### src/rtl/dma_regfront_pkg.sv
package dma_regfront_pkg;

  // Control word layout: behaviour depends on these positions.
  localparam int CTL_W      = 16;
  localparam int CTL_B      = CTL_W / 8;
  localparam int CTL_EN     = 15;
  localparam int CTL_TIM_LO = 12;
  localparam int CTL_TIM_HI = 13;

  // Register field within one channel window.
  typedef enum logic [1:0] {
    FLD_SRC = 2'd0,
    FLD_DST = 2'd1,
    FLD_CNT = 2'd2,
    FLD_CTL = 2'd3
  } fld_e;

endpackage

### src/rtl/dma_rst_sync.sv
module dma_rst_sync (
  input  logic clk,
  input  logic rst_n,
  output logic rst_sync_n
);

  logic [1:0] sync_q;

  always_ff @(posedge clk or negedge rst_n) begin
    if (!rst_n) begin
      sync_q <= 2'b00;
    end else begin
      sync_q <= {sync_q[0], 1'b1};
    end
  end

  assign rst_sync_n = sync_q[1];

endmodule

### src/rtl/dma_addr_dec.sv
module dma_addr_dec
  import dma_regfront_pkg::*;
#(
  parameter int NUM_CH = 4,
  parameter int ADDR_W = 8,
  parameter int ADR_B  = 4,
  parameter int CNT_B  = 2,
  parameter int LANE_W = 2,
  parameter int STRIDE = 12,
  parameter int OFF_W  = 4
) (
  input  logic [ADDR_W-1:0] addr,
  output logic              hit,
  output logic [NUM_CH-1:0] sel,
  output fld_e              fld,
  output logic [LANE_W-1:0] lane
);

  localparam int DST_OFF = ADR_B;
  localparam int CNT_OFF = 2 * ADR_B;
  localparam int CTL_OFF = 2 * ADR_B + CNT_B;

  logic [OFF_W-1:0] off;

  // Channel select: one comparison window per channel.
  always_comb begin
    hit = 1'b0;
    sel = '0;
    off = '0;
    for (int c = 0; c < NUM_CH; c++) begin
      if ((int'(addr) >= c * STRIDE) && (int'(addr) < (c + 1) * STRIDE)) begin
        hit    = 1'b1;
        sel[c] = 1'b1;
        off    = OFF_W'(int'(addr) - c * STRIDE);
      end
    end
  end

  // Field and byte lane within the selected channel window.
  always_comb begin
    if (int'(off) < DST_OFF) begin
      fld  = FLD_SRC;
      lane = LANE_W'(int'(off));
    end else if (int'(off) < CNT_OFF) begin
      fld  = FLD_DST;
      lane = LANE_W'(int'(off) - DST_OFF);
    end else if (int'(off) < CTL_OFF) begin
      fld  = FLD_CNT;
      lane = LANE_W'(int'(off) - CNT_OFF);
    end else begin
      fld  = FLD_CTL;
      lane = LANE_W'(int'(off) - CTL_OFF);
    end
  end

endmodule

### src/rtl/dma_chan_regs.sv
module dma_chan_regs
  import dma_regfront_pkg::*;
#(
  parameter int ADR_W  = 32,
  parameter int CNT_W  = 16,
  parameter int LANE_W = 2
) (
  input  logic              clk,
  input  logic              rst_n,
  input  logic              we,
  input  fld_e              fld,
  input  logic [LANE_W-1:0] lane,
  input  logic [7:0]        wdata,
  input  logic              pend_clr,
  output logic [ADR_W-1:0]  run_src,
  output logic [ADR_W-1:0]  run_dst,
  output logic [CNT_W-1:0]  run_cnt,
  output logic [CTL_W-1:0]  ctl,
  output logic              pend
);

  localparam int ADR_B = ADR_W / 8;
  localparam int CNT_B = CNT_W / 8;

  // Programmed registers
  logic [ADR_W-1:0] src_q, src_d;
  logic [ADR_W-1:0] dst_q, dst_d;
  logic [CNT_W-1:0] cnt_q, cnt_d;
  logic [CTL_W-1:0] ctl_q, ctl_d;
  // Working copies
  logic [ADR_W-1:0] run_src_q;
  logic [ADR_W-1:0] run_dst_q;
  logic [CNT_W-1:0] run_cnt_q;
  logic             pend_q, pend_d;

  logic ctl_we;
  logic en_rise;
  logic en_off;
  logic tim_imm;

  // Byte-lane merge of the write into the programmed registers.
  always_comb begin
    src_d = src_q;
    dst_d = dst_q;
    cnt_d = cnt_q;
    ctl_d = ctl_q;
    unique case (fld)
      FLD_SRC: begin
        for (int b = 0; b < ADR_B; b++) begin
          if (int'(lane) == b) src_d[b*8 +: 8] = wdata;
        end
      end
      FLD_DST: begin
        for (int b = 0; b < ADR_B; b++) begin
          if (int'(lane) == b) dst_d[b*8 +: 8] = wdata;
        end
      end
      FLD_CNT: begin
        for (int b = 0; b < CNT_B; b++) begin
          if (int'(lane) == b) cnt_d[b*8 +: 8] = wdata;
        end
      end
      default: begin
        for (int b = 0; b < CTL_B; b++) begin
          if (int'(lane) == b) ctl_d[b*8 +: 8] = wdata;
        end
      end
    endcase
  end

  // Enable transition detection and pending next state.
  always_comb begin
    ctl_we  = we && (fld == FLD_CTL);
    en_rise = ctl_we && !ctl_q[CTL_EN] && ctl_d[CTL_EN];
    en_off  = ctl_we && !ctl_d[CTL_EN];
    tim_imm = (ctl_d[CTL_TIM_HI:CTL_TIM_LO] == 2'b00);
    pend_d  = pend_q;
    if (pend_clr) pend_d = 1'b0;
    if (en_off)   pend_d = 1'b0;
    if (en_rise && tim_imm) pend_d = 1'b1;
  end

  // Programmed register bank, clock enable = write strobe.
  always_ff @(posedge clk or negedge rst_n) begin
    if (!rst_n) begin
      src_q <= '0;
      dst_q <= '0;
      cnt_q <= '0;
      ctl_q <= '0;
    end else if (we) begin
      src_q <= src_d;
      dst_q <= dst_d;
      cnt_q <= cnt_d;
      ctl_q <= ctl_d;
    end
  end

  // Working copies, clock enable = enable rising edge.
  always_ff @(posedge clk or negedge rst_n) begin
    if (!rst_n) begin
      run_src_q <= '0;
      run_dst_q <= '0;
      run_cnt_q <= '0;
    end else if (en_rise) begin
      run_src_q <= src_q;
      run_dst_q <= dst_q;
      run_cnt_q <= cnt_q;
    end
  end

  always_ff @(posedge clk or negedge rst_n) begin
    if (!rst_n) begin
      pend_q <= 1'b0;
    end else begin
      pend_q <= pend_d;
    end
  end

  assign run_src = run_src_q;
  assign run_dst = run_dst_q;
  assign run_cnt = run_cnt_q;
  assign ctl     = ctl_q;
  assign pend    = pend_q;

  // a low-lane source write preserves the upper bytes
  a_r3_lane_keep: assert property (@(posedge clk) disable iff (!rst_n)
    (we && fld == FLD_SRC && lane == '0) |=> (src_q[ADR_W-1:8] == $past(src_q[ADR_W-1:8])));

  // working set equals the programmed set seen before the enabling write
  a_r5_snapshot: assert property (@(posedge clk) disable iff (!rst_n)
    en_rise |=> (run_src_q == $past(src_q)) && (run_dst_q == $past(dst_q)) && (run_cnt_q == $past(cnt_q)));

  // immediate timing raises the request
  a_r6_imm_sets: assert property (@(posedge clk) disable iff (!rst_n)
    (en_rise && ctl_d[CTL_TIM_HI:CTL_TIM_LO] == 2'b00) |=> pend_q);

  // non-immediate timing leaves the request low
  a_r6_timed_quiet: assert property (@(posedge clk) disable iff (!rst_n)
    (en_rise && ctl_d[CTL_TIM_HI:CTL_TIM_LO] != 2'b00) |=> !pend_q);

  // a request never exists on a disabled channel
  a_r6_pend_needs_en: assert property (@(posedge clk) disable iff (!rst_n)
    pend_q |-> ctl_q[CTL_EN]);

  // writing control with enable low drops the request
  a_r7_off_clears: assert property (@(posedge clk) disable iff (!rst_n)
    (ctl_we && !ctl_d[CTL_EN]) |=> !pend_q);

  // rewriting an enabled channel neither re-snapshots nor touches pending
  a_r8_hold: assert property (@(posedge clk) disable iff (!rst_n)
    (ctl_we && ctl_q[CTL_EN] && ctl_d[CTL_EN] && !pend_clr)
      |=> $stable(run_src_q) && $stable(run_dst_q) && $stable(run_cnt_q) && $stable(pend_q));

  // engine clear wins unless an immediate enable lands together
  a_r9_clear: assert property (@(posedge clk) disable iff (!rst_n)
    (pend_clr && !en_rise) |=> !pend_q);

endmodule

### src/rtl/dma_rd_mux.sv
module dma_rd_mux
  import dma_regfront_pkg::*;
#(
  parameter int NUM_CH = 4,
  parameter int LANE_W = 2
) (
  input  logic                    clk,
  input  logic                    rst_n,
  input  logic                    hit,
  input  logic [NUM_CH-1:0]       sel,
  input  fld_e                    fld,
  input  logic [LANE_W-1:0]       lane,
  input  logic [NUM_CH*CTL_W-1:0] ctl_all,
  output logic [7:0]              rd_data
);

  logic [7:0] rd_d;
  logic [7:0] rd_q;

  // Only control bytes are visible; everything else reads as zero.
  always_comb begin
    rd_d = 8'h00;
    if (hit && fld == FLD_CTL) begin
      for (int c = 0; c < NUM_CH; c++) begin
        for (int b = 0; b < CTL_B; b++) begin
          if (sel[c] && int'(lane) == b) rd_d = ctl_all[c*CTL_W + b*8 +: 8];
        end
      end
    end
  end

  always_ff @(posedge clk or negedge rst_n) begin
    if (!rst_n) begin
      rd_q <= 8'h00;
    end else begin
      rd_q <= rd_d;
    end
  end

  assign rd_data = rd_q;

  // non-control fields read as zero
  a_r4_noncontrol_zero: assert property (@(posedge clk) disable iff (!rst_n)
    (fld != FLD_CTL) |=> (rd_q == 8'h00));

endmodule

### src/rtl/dma_regfront.sv
module dma_regfront
  import dma_regfront_pkg::*;
#(
  parameter int NUM_CH = 4,
  parameter int ADDR_W = 8,
  parameter int ADR_W  = 32,
  parameter int CNT_W  = 16
) (
  input  logic                    clk,
  input  logic                    rst_n,
  input  logic                    wr_en,
  input  logic [ADDR_W-1:0]       wr_addr,
  input  logic [7:0]              wr_data,
  input  logic [ADDR_W-1:0]       rd_addr,
  output logic [7:0]              rd_data,
  input  logic [NUM_CH-1:0]       pend_clr,
  output logic [NUM_CH*ADR_W-1:0] run_src,
  output logic [NUM_CH*ADR_W-1:0] run_dst,
  output logic [NUM_CH*CNT_W-1:0] run_cnt,
  output logic [NUM_CH*CTL_W-1:0] run_ctl,
  output logic [NUM_CH-1:0]       pend
);

  localparam int ADR_B  = ADR_W / 8;
  localparam int CNT_B  = CNT_W / 8;
  localparam int STRIDE = 2 * ADR_B + CNT_B + CTL_B;
  localparam int OFF_W  = $clog2(STRIDE);
  localparam int LANE_W = (ADR_B > 1) ? $clog2(ADR_B) : 1;

  logic rst_sync_n;

  logic              wr_hit;
  logic [NUM_CH-1:0] wr_sel;
  fld_e              wr_fld;
  logic [LANE_W-1:0] wr_lane;

  logic              rd_hit;
  logic [NUM_CH-1:0] rd_sel;
  fld_e              rd_fld;
  logic [LANE_W-1:0] rd_lane;

  dma_rst_sync u_rst_sync (
    .clk        (clk),
    .rst_n      (rst_n),
    .rst_sync_n (rst_sync_n)
  );

  dma_addr_dec #(
    .NUM_CH (NUM_CH), .ADDR_W (ADDR_W), .ADR_B (ADR_B), .CNT_B (CNT_B),
    .LANE_W (LANE_W), .STRIDE (STRIDE), .OFF_W (OFF_W)
  ) u_wr_dec (
    .addr (wr_addr),
    .hit  (wr_hit),
    .sel  (wr_sel),
    .fld  (wr_fld),
    .lane (wr_lane)
  );

  dma_addr_dec #(
    .NUM_CH (NUM_CH), .ADDR_W (ADDR_W), .ADR_B (ADR_B), .CNT_B (CNT_B),
    .LANE_W (LANE_W), .STRIDE (STRIDE), .OFF_W (OFF_W)
  ) u_rd_dec (
    .addr (rd_addr),
    .hit  (rd_hit),
    .sel  (rd_sel),
    .fld  (rd_fld),
    .lane (rd_lane)
  );

  for (genvar c = 0; c < NUM_CH; c++) begin : g_ch
    dma_chan_regs #(
      .ADR_W (ADR_W), .CNT_W (CNT_W), .LANE_W (LANE_W)
    ) u_ch (
      .clk      (clk),
      .rst_n    (rst_sync_n),
      .we       (wr_en && wr_hit && wr_sel[c]),
      .fld      (wr_fld),
      .lane     (wr_lane),
      .wdata    (wr_data),
      .pend_clr (pend_clr[c]),
      .run_src  (run_src[c*ADR_W +: ADR_W]),
      .run_dst  (run_dst[c*ADR_W +: ADR_W]),
      .run_cnt  (run_cnt[c*CNT_W +: CNT_W]),
      .ctl      (run_ctl[c*CTL_W +: CTL_W]),
      .pend     (pend[c])
    );
  end

  dma_rd_mux #(
    .NUM_CH (NUM_CH), .LANE_W (LANE_W)
  ) u_rd_mux (
    .clk     (clk),
    .rst_n   (rst_sync_n),
    .hit     (rd_hit),
    .sel     (rd_sel),
    .fld     (rd_fld),
    .lane    (rd_lane),
    .ctl_all (run_ctl),
    .rd_data (rd_data)
  );

  // decoded channel select is never ambiguous
  a_r2_sel_onehot: assert property (@(posedge clk) disable iff (!rst_sync_n)
    $onehot0(wr_sel) && $onehot0(rd_sel));

  // unmapped reads return zero
  a_r2_unmapped_read: assert property (@(posedge clk) disable iff (!rst_sync_n)
    (int'(rd_addr) >= NUM_CH * STRIDE) |=> (rd_data == 8'h00));

  // unmapped writes leave every control word alone
  a_r2_unmapped_write: assert property (@(posedge clk) disable iff (!rst_sync_n)
    (wr_en && int'(wr_addr) >= NUM_CH * STRIDE) |=> $stable(run_ctl));

endmodule

### config.mk
export PLATFORM = sky130hd
export DESIGN_NAME = dma_regfront
export DESIGN_NICKNAME = d
export VERILOG_FILES = /design/src/rtl/dma_regfront_pkg.sv /design/src/rtl/dma_rst_sync.sv /design/src/rtl/dma_addr_dec.sv /design/src/rtl/dma_chan_regs.sv /design/src/rtl/dma_rd_mux.sv /design/src/rtl/dma_regfront.sv
export SDC_FILE = /design/constraint.sdc
export NUM_CORES = 1
export LEC_CHECK = 0
export BUFFER_PORTS_ARGS = -buffer_cell sky130_fd_sc_hd__buf_2
export CAP_MARGIN = 40
export CORE_UTILIZATION = 42
export DETAILED_ROUTE_END_ITERATION = 6
export PLACE_DENSITY = 0.59
export SLEW_MARGIN = 10
export SYNTH_ARGS = -nofsm -noshare
export SYNTH_HDL_FRONTEND = slang
export SYNTH_SLANG_ARGS = --single-unit
export TNS_END_PERCENT = 100
### constraint.sdc
create_clock -name clk -period 30.2 [get_ports clk]
set_clock_uncertainty 0.1 [all_clocks]
set_input_delay 4.53 -clock clk [delete_from_list [all_inputs] [get_ports clk]]
set_output_delay 4.53 -clock clk [all_outputs]
set_load 0.005 [all_outputs]
==> impl_metrics.env, run 1 <==
export IMPL_outcome="finished, final reports clean"
export IMPL_drc=0
export IMPL_use_met1_pct=31.4
export IMPL_via_per_inst=5.33
export IMPL_gr_total_overflow=0
export IMPL_cts_buffers=77
export IMPL_setup_violations_final=0
export IMPL_path_class="in -> reg"
export IMPL_synth_edf_count=0
export IMPL_port_buffers=426
export IMPL_rows=94
export IMPL_nNetsFinal=2275
export IMPL_fp_dieH_um=260
export IMPL_yosysWarnings=0
export IMPL_floorplan_initialDensity_pct=42.6
export IMPL_ir_drop_v=0.0000451
export IMPL_routabilityCongestion=0.854
export IMPL_ant_nets=0
export IMPL_ctsHoldBuffers=0
export IMPL_cts_tree="yes"
export IMPL_power_density_nw_per_um2=59.2
export IMPL_fmax_mhz=119
export IMPL_synth_distinct_cells=52
export IMPL_grt_setup_unrepaired="no"
export IMPL_cts_resized=0
export IMPL_wl_per_cell_um=24.7
export IMPL_cts_setup_buffers=0
export IMPL_htreeDepth=3
export IMPL_max_slew_margin_rel_pct=40.9
export IMPL_clkSinkCount=718
export IMPL_drt_iter0_drc=868
export IMPL_cp_end_kind="flop"
export IMPL_max_slew_worst_pin_slew_ps=887
export IMPL_power_frac_comb_pct=3.7
export IMPL_hold_class="reg -> async"
export IMPL_drtPass1Iterations=7
export IMPL_final_max_slew_viol_count=0
export IMPL_ys_seq_elements=718
export IMPL_hpwl_um=52700
export IMPL_antenna_found_initial=7
export IMPL_finalCritPeriodShare_pct=27.8
export IMPL_root_buffer="clkbuf_16"
export IMPL_cp_data_arrival_time_ps=8760
export IMPL_synth_area_um2=28000
export IMPL_finalPower_mw=2.00
export IMPL_grt_pass1_wl_um=117000
export IMPL_clockPowerShare_pct=46.6
export IMPL_synth_flop_cell="dfrtp_1"
export IMPL_design_area_um2=33800
export IMPL_ios=427
export IMPL_fill_cells=5656
export IMPL_clk_pin_slew_ps=60
export IMPL_max_cap_violations=0
export IMPL_grt_busiest_layer="met2"
export IMPL_synthArstFlopShare_pct=100
export IMPL_met2_usage_pct=36.2
export IMPL_grt_max_degree=70
export IMPL_ys_seq_area_share_pct=64.1
export IMPL_syn_nets=1824
export IMPL_drive_above_1_share_pct=56.1
export IMPL_vias=16800
export IMPL_worstPathRequired_ps=30570
export IMPL_seq_power_share_pct=49.7
export IMPL_clkLatencyLatePin_ps=610
export IMPL_synth_cells=1787
export IMPL_met3_usage_pct=7.04
export IMPL_cts_buffer_depth=3
export IMPL_die_x_um=260
export IMPL_p_leak_nw=18.2
export IMPL_switching_power_mw=0.440
export IMPL_switching_share_pct=22.0
export IMPL_ff_latch_area_um2=18000
export IMPL_min_period_ps=8380
export IMPL_worstPathMaxFanout=40
export IMPL_start_kind="primary input"
export IMPL_placed_area_um2=31300
export IMPL_grt_pass1_vias=17600
export IMPL_syn_area_per_cell_um2=15.7
export IMPL_multiInputGateArea_um2=9450
export IMPL_tns_ps=0
export IMPL_gr_usage_all_layers_pct=23.3
export IMPL_finalHoldViolCount=0
export IMPL_area_growth_pct=20.5
export IMPL_drt_wl_total_um=78100
export IMPL_fp_coreArea_um2=65900
export IMPL_dieArea_um2=67800
export IMPL_p_int_mw=1.56
## cell usage after synthesis (6+ instances only)
master	instances	share of area (%)
clkbuf_1	58	0.78
a21oi_1	20	0.36
mux2_2	669	27
inv_1	13	0.17
a211oi_1	14	0.37
mux2i_1	8	0.29
o22ai_1	8	0.18
nor3_2	11	0.39
nand2b_1	7	0.16
dfrtp_1	718	64
nor3_1	9	0.16
nand2_1	51	0.68
and3_1	11	0.25
buf_2	14	0.25
o21ai_0	13	0.23
nand3_1	18	0.32
ha_1	6	0.27
buf_6	24	0.96
mux2_1	28	1.1
nor2_1	25	0.33
## metal layers
layer / up-vias / wire (µm)
met5: - / 27
met4: 4 / 1880
met3: 104 / 5730
met2: 447 / 36200
met1: 9012 / 34300
li1: 7276 / -
## area by class of cell
type / count / area share, %
diodes: 1 / 0.00740
clock buffers: 114 / 6.78
clock inverters: 21 / 0.633
inverters: 13 / 0.144
multi-input cells: 954 / 27.9
flip-flops and latches: 718 / 53.2
well taps: 864 / 3.20
repair buffers: 474 / 8.12
## worst max-delay path, cell delays in order
cell	delay, ps
buf_2	140
a211oi_1	750
and2_0	390
nand2_1	350
or3_1	600
nor3_4	760
buf_4	530
buf_16	270
mux2_2	370
## power groups by stage
stage	Combinational, mW	Clock, mW	Sequential (mW)
after CTS	0.0760	0.959	0.993
after detailed placement	0.0758	0	1.01
after global routing	0.0825	0.996	0.995
after global placement	0.0679	0	1.01
after floorplan	0.0330	0	1.02
final	0.0743	0.932	0.993
## state kept, by name, summed over array words and instances, names as in the netlist
register and count:
g_ch.u_ch.run_dst 128, g_ch.u_ch.pend 4, u_rd_mux.rd_data 8, g_ch.u_ch.dst_q 128, g_ch.u_ch.ctl 64, g_ch.u_ch.run_cnt 64, u_rst_sync.sync_q 2, g_ch.u_ch.src_q 128
g_ch.u_ch.run_src 128, g_ch.u_ch.cnt_q 64
## cell families after synthesis
kind of cell | share of synthesized area [%]
AO/OA/AOI/OAI | 1.95
adder cells (fa/ha/maj) | 0.268
multiplexers | 28.3
other | 0.0134
AND/OR/NAND/NOR | 3.13
flip-flops | 64.1
buffers and inverters | 2.30
## cell usage in the layout, fill, tap and decap left out, types with 3 or more instances in the layout
master and instances:
mux2i_1 8, or3_1 4, o32ai_1 3, nor3_1 9
buf_4 33, o21ai_0 13, and3_1 11, buf_16 12
nor3_4 4, clkinv_2 13, o221ai_1 3, clkbuf_1 19
dfrtp_1 717, a32o_1 3, clkbuf_16 81, bufinv_16 3
nand3_1 18, a211oi_1 14, nand2_1 51, a221oi_1 4
nor3_2 10, a21oi_1 20, nand2b_1 7, o22ai_1 8
ha_1 6, nor2b_1 4, buf_2 426, mux2_1 28
mux2_2 669, clkbuf_8 14, inv_1 13, nor2_2 4
a31oi_1 3, nor2_1 25
## final timing paths
path                                       from                  endpoint  slack (ps)  cells after the start
max                                  wr_addr[4]  g_ch[1].u_ch.run_src[28]       21820                      9
min                        u_rst_sync.sync_q[1]  g_ch[3].u_ch.run_src[11]          30                      0
max reg2reg                u_rst_sync.sync_q[1]    g_ch[0].u_ch.dst_q[26]       27430                      5
min reg2reg                u_rst_sync.sync_q[1]  g_ch[3].u_ch.run_src[11]          30                      0
max in group asynchronous                 rst_n      u_rst_sync.sync_q[1]       26290                      1
min in group clk           u_rst_sync.sync_q[0]      u_rst_sync.sync_q[1]         250                      0
## through the flow
stage,worst slack [ps],util [%],std cells,hold slack [ps]
floorplan,8600,-,1787,231
global route,21550,51.3,3159,52.6
detailed placement,21170,47.5,3022,45.3
global placement,21210,46.9,3000,240
finish,21820,51.3,3159,32.2
CTS,21800,51.3,3157,36.7
Power figures use the tool's default switching activity.
==> inputs of run 2 (changes only) <==
==> constraint.sdc (replaced) <==
create_clock -name clk -period 8.3 [get_ports clk]
set_clock_uncertainty 0.1 [all_clocks]
set_input_delay 1.245 -clock clk [delete_from_list [all_inputs] [get_ports clk]]
set_output_delay 1.245 -clock clk [all_outputs]
set_load 0.005 [all_outputs]
==> run 2 against run 1 <==
Effect of this change:
- power grew to 3.6 times the previous value
- first-iteration DRC count rose by 5.2%
- clock power rose to 3.6 times the previous value
- global-route usage down 0.19 points
- hold slack better by 220 ps
- cell count fell by 0.35%
- critical path depth up 3
- largest power group unchanged
- die area stayed put
- register-to-register slack lost 22000 ps
==> impl_metrics.env, run 2 (synthesis gave the netlist of run 1 again) <==
export IMPL_outcome="finished, final reports clean"
export IMPL_port_buffers=426
export IMPL_design_area_um2=33600
export IMPL_grt_setup_unrepaired="no"
export IMPL_hpwl_um=52000
export IMPL_rows=94
export IMPL_regToRegSetupSlack_ps=5760
export IMPL_cts_buffer_depth=3
export IMPL_ant_nets=0
export IMPL_grt_pass1_wl_um=115000
export IMPL_mostFrequentLayoutCell="dfrtp_1"
export IMPL_drtPass1Iterations=6
export IMPL_min_period_ps=4740
export IMPL_cts_tree="yes"
export IMPL_clkLatencyLatePin_ps=610
export IMPL_gr_total_overflow=0
export IMPL_routabilityCongestion=0.823
export IMPL_p_leak_nw=18.1
export IMPL_start_kind="primary input"
export IMPL_fp_dieH_um=260
export IMPL_crit_start="wr_addr[3]"
export IMPL_hold_ws_ps=253
export IMPL_final_max_slew_viol_count=0
export IMPL_cp_endpoint="g_ch[0].u_ch.run_cnt[10]"
export IMPL_placed_area_um2=31100
export IMPL_r2r_end="g_ch[0].u_ch.run_dst[13]"
export IMPL_root_buffer="clkbuf_16"
export IMPL_grt_max_degree=204
export IMPL_via_per_inst=5.28
export IMPL_drive_above_1_share_pct=55.8
export IMPL_reg2regPathDepth=3
export IMPL_cts_resized=0
export IMPL_drt_wl_total_um=77900
export IMPL_wl_per_cell_um=24.7
export IMPL_ios=427
export IMPL_fp_coreArea_um2=65900
export IMPL_clkSinkCount=718
export IMPL_floorplan_initialDensity_pct=42.6
export IMPL_switching_share_pct=22.0
export IMPL_power_density_nw_per_um2=215
export IMPL_switching_power_mw=1.59
export IMPL_fmax_mhz=211
export IMPL_p_int_mw=5.62
export IMPL_power_frac_comb_pct=3.6
export IMPL_drt_iter0_drc=913
export IMPL_path_class="in -> reg"
export IMPL_htreeDepth=3
export IMPL_ir_drop_v=0.000135
export IMPL_vias=16600
export IMPL_area_growth_pct=19.7
export IMPL_dieArea_um2=67800
export IMPL_finalCritPeriodShare_pct=57.1
export IMPL_gr_usage_all_layers_pct=23.1
export IMPL_max_slew_margin_rel_pct=39.2
export IMPL_reg2reg_from="u_rst_sync.sync_q[1]"
export IMPL_antenna_found_initial=6
export IMPL_grt_pass1_vias=17300
export IMPL_final_cell_mix="dfrtp_1 (717), mux2_2 (669), buf_2 (427)"
export IMPL_worstPathRequired_ps=8680
export IMPL_setup_violations_final=0
export IMPL_tns_ps=0
export IMPL_drc=0
export IMPL_worstPathMaxFanout=46
export IMPL_ctsHoldBuffers=0
export IMPL_max_cap_violations=0
export IMPL_cts_setup_buffers=0
export IMPL_nNetsFinal=2264
export IMPL_max_slew_worst_pin_slew_ps=912
export IMPL_cp_end_kind="flop"
export IMPL_hold_class="reg -> reg"
export IMPL_cp_data_arrival_time_ps=5130
export IMPL_die_x_um=260
export IMPL_seq_power_share_pct=50.2
export IMPL_clk_pin_slew_ps=60
export IMPL_clockPowerShare_pct=46.3
export IMPL_finalHoldViolCount=0
export IMPL_cts_buffers=77
run 2: cell count changes in the layout (fill, tap and decap cells not counted), sizes merged:
cell,change
clkdlybuf4s15,-1
bufinv,-1
clkinv,-7
buf,-10
inv,+3
clkbuf,+3
clkinvlp,+1
diode,+1
run 2: metrics by stage:
stage               instances  total power, mW  util (%)  setup slack, ps
floorplan                1787             3.83         -             1270
global placement         2998             3.93      46.9             2840
detailed placement       3010             3.94      47.2             2820
CTS                      3144             7.31      50.9             3470
global route             3146             7.49      50.9             3390
finish                   3148             7.21      51.0             3560
run 2: cell type report:
cell class / instances / area (µm²)
sequential: 718 / 18000
antenna: 2 / 5.00
clock inverter: 17 / 164
fill: 5729 / 32300
timing repair buffer: 463 / 2560
clock buffer: 117 / 2290
tap: 864 / 1080
multi-input combinational: 954 / 9450
inverter: 13 / 48.8
run 2: worst max-delay path: stages:
cell and delay (ps):
buf_2 140, inv_1 70, ha_1 310, or4b_2 600, a21oi_1 240, nor4_2 80
buf_4 190, or3_1 540, nor3_4 180, buf_4 470, buf_4 630, mux2_2 400
run 2: metal layers:
| layer | GRT usage (%) | share of wire (%) | vias to the layer above |
|---|---|---|---|
| li1 | - | - | 7253 |
| met1 | 30.4 | 43 | 8811 |
| met2 | 36.3 | 47 | 452 |
| met3 | 7.57 | 8.0 | 103 |
| met4 | 7.24 | 2.3 | 10 |
| met5 | 0 | 0.073 | - |
run 2: worst min path at each step:
| stage | start | to | slack (ps) | depth (start not counted) |
|---|---|---|---|---|
| finish | u_rst_sync.sync_q[0] | u_rst_sync.sync_q[1] | 250 | 0 |
| global route | u_rst_sync.sync_q[0] | u_rst_sync.sync_q[1] | 260 | 0 |
| CTS | u_rst_sync.sync_q[0] | u_rst_sync.sync_q[1] | 260 | 0 |
| global placement | u_rst_sync.sync_q[0] | u_rst_sync.sync_q[1] | 240 | 0 |
| detailed placement | u_rst_sync.sync_q[0] | u_rst_sync.sync_q[1] | 240 | 0 |
| floorplan | u_rst_sync.sync_q[0] | u_rst_sync.sync_q[1] | 230 | 0 |
run 2: power groups by stage:
stage	combinational [mW]	clock, mW	sequential [mW]
6_report	0.258	3.34	3.62
5_1_grt	0.288	3.57	3.63
4_1_cts	0.264	3.43	3.62
3_5_place_dp	0.263	0	3.68
3_3_place_gp	0.249	0	3.68
2_1_floorplan	0.120	0	3.71
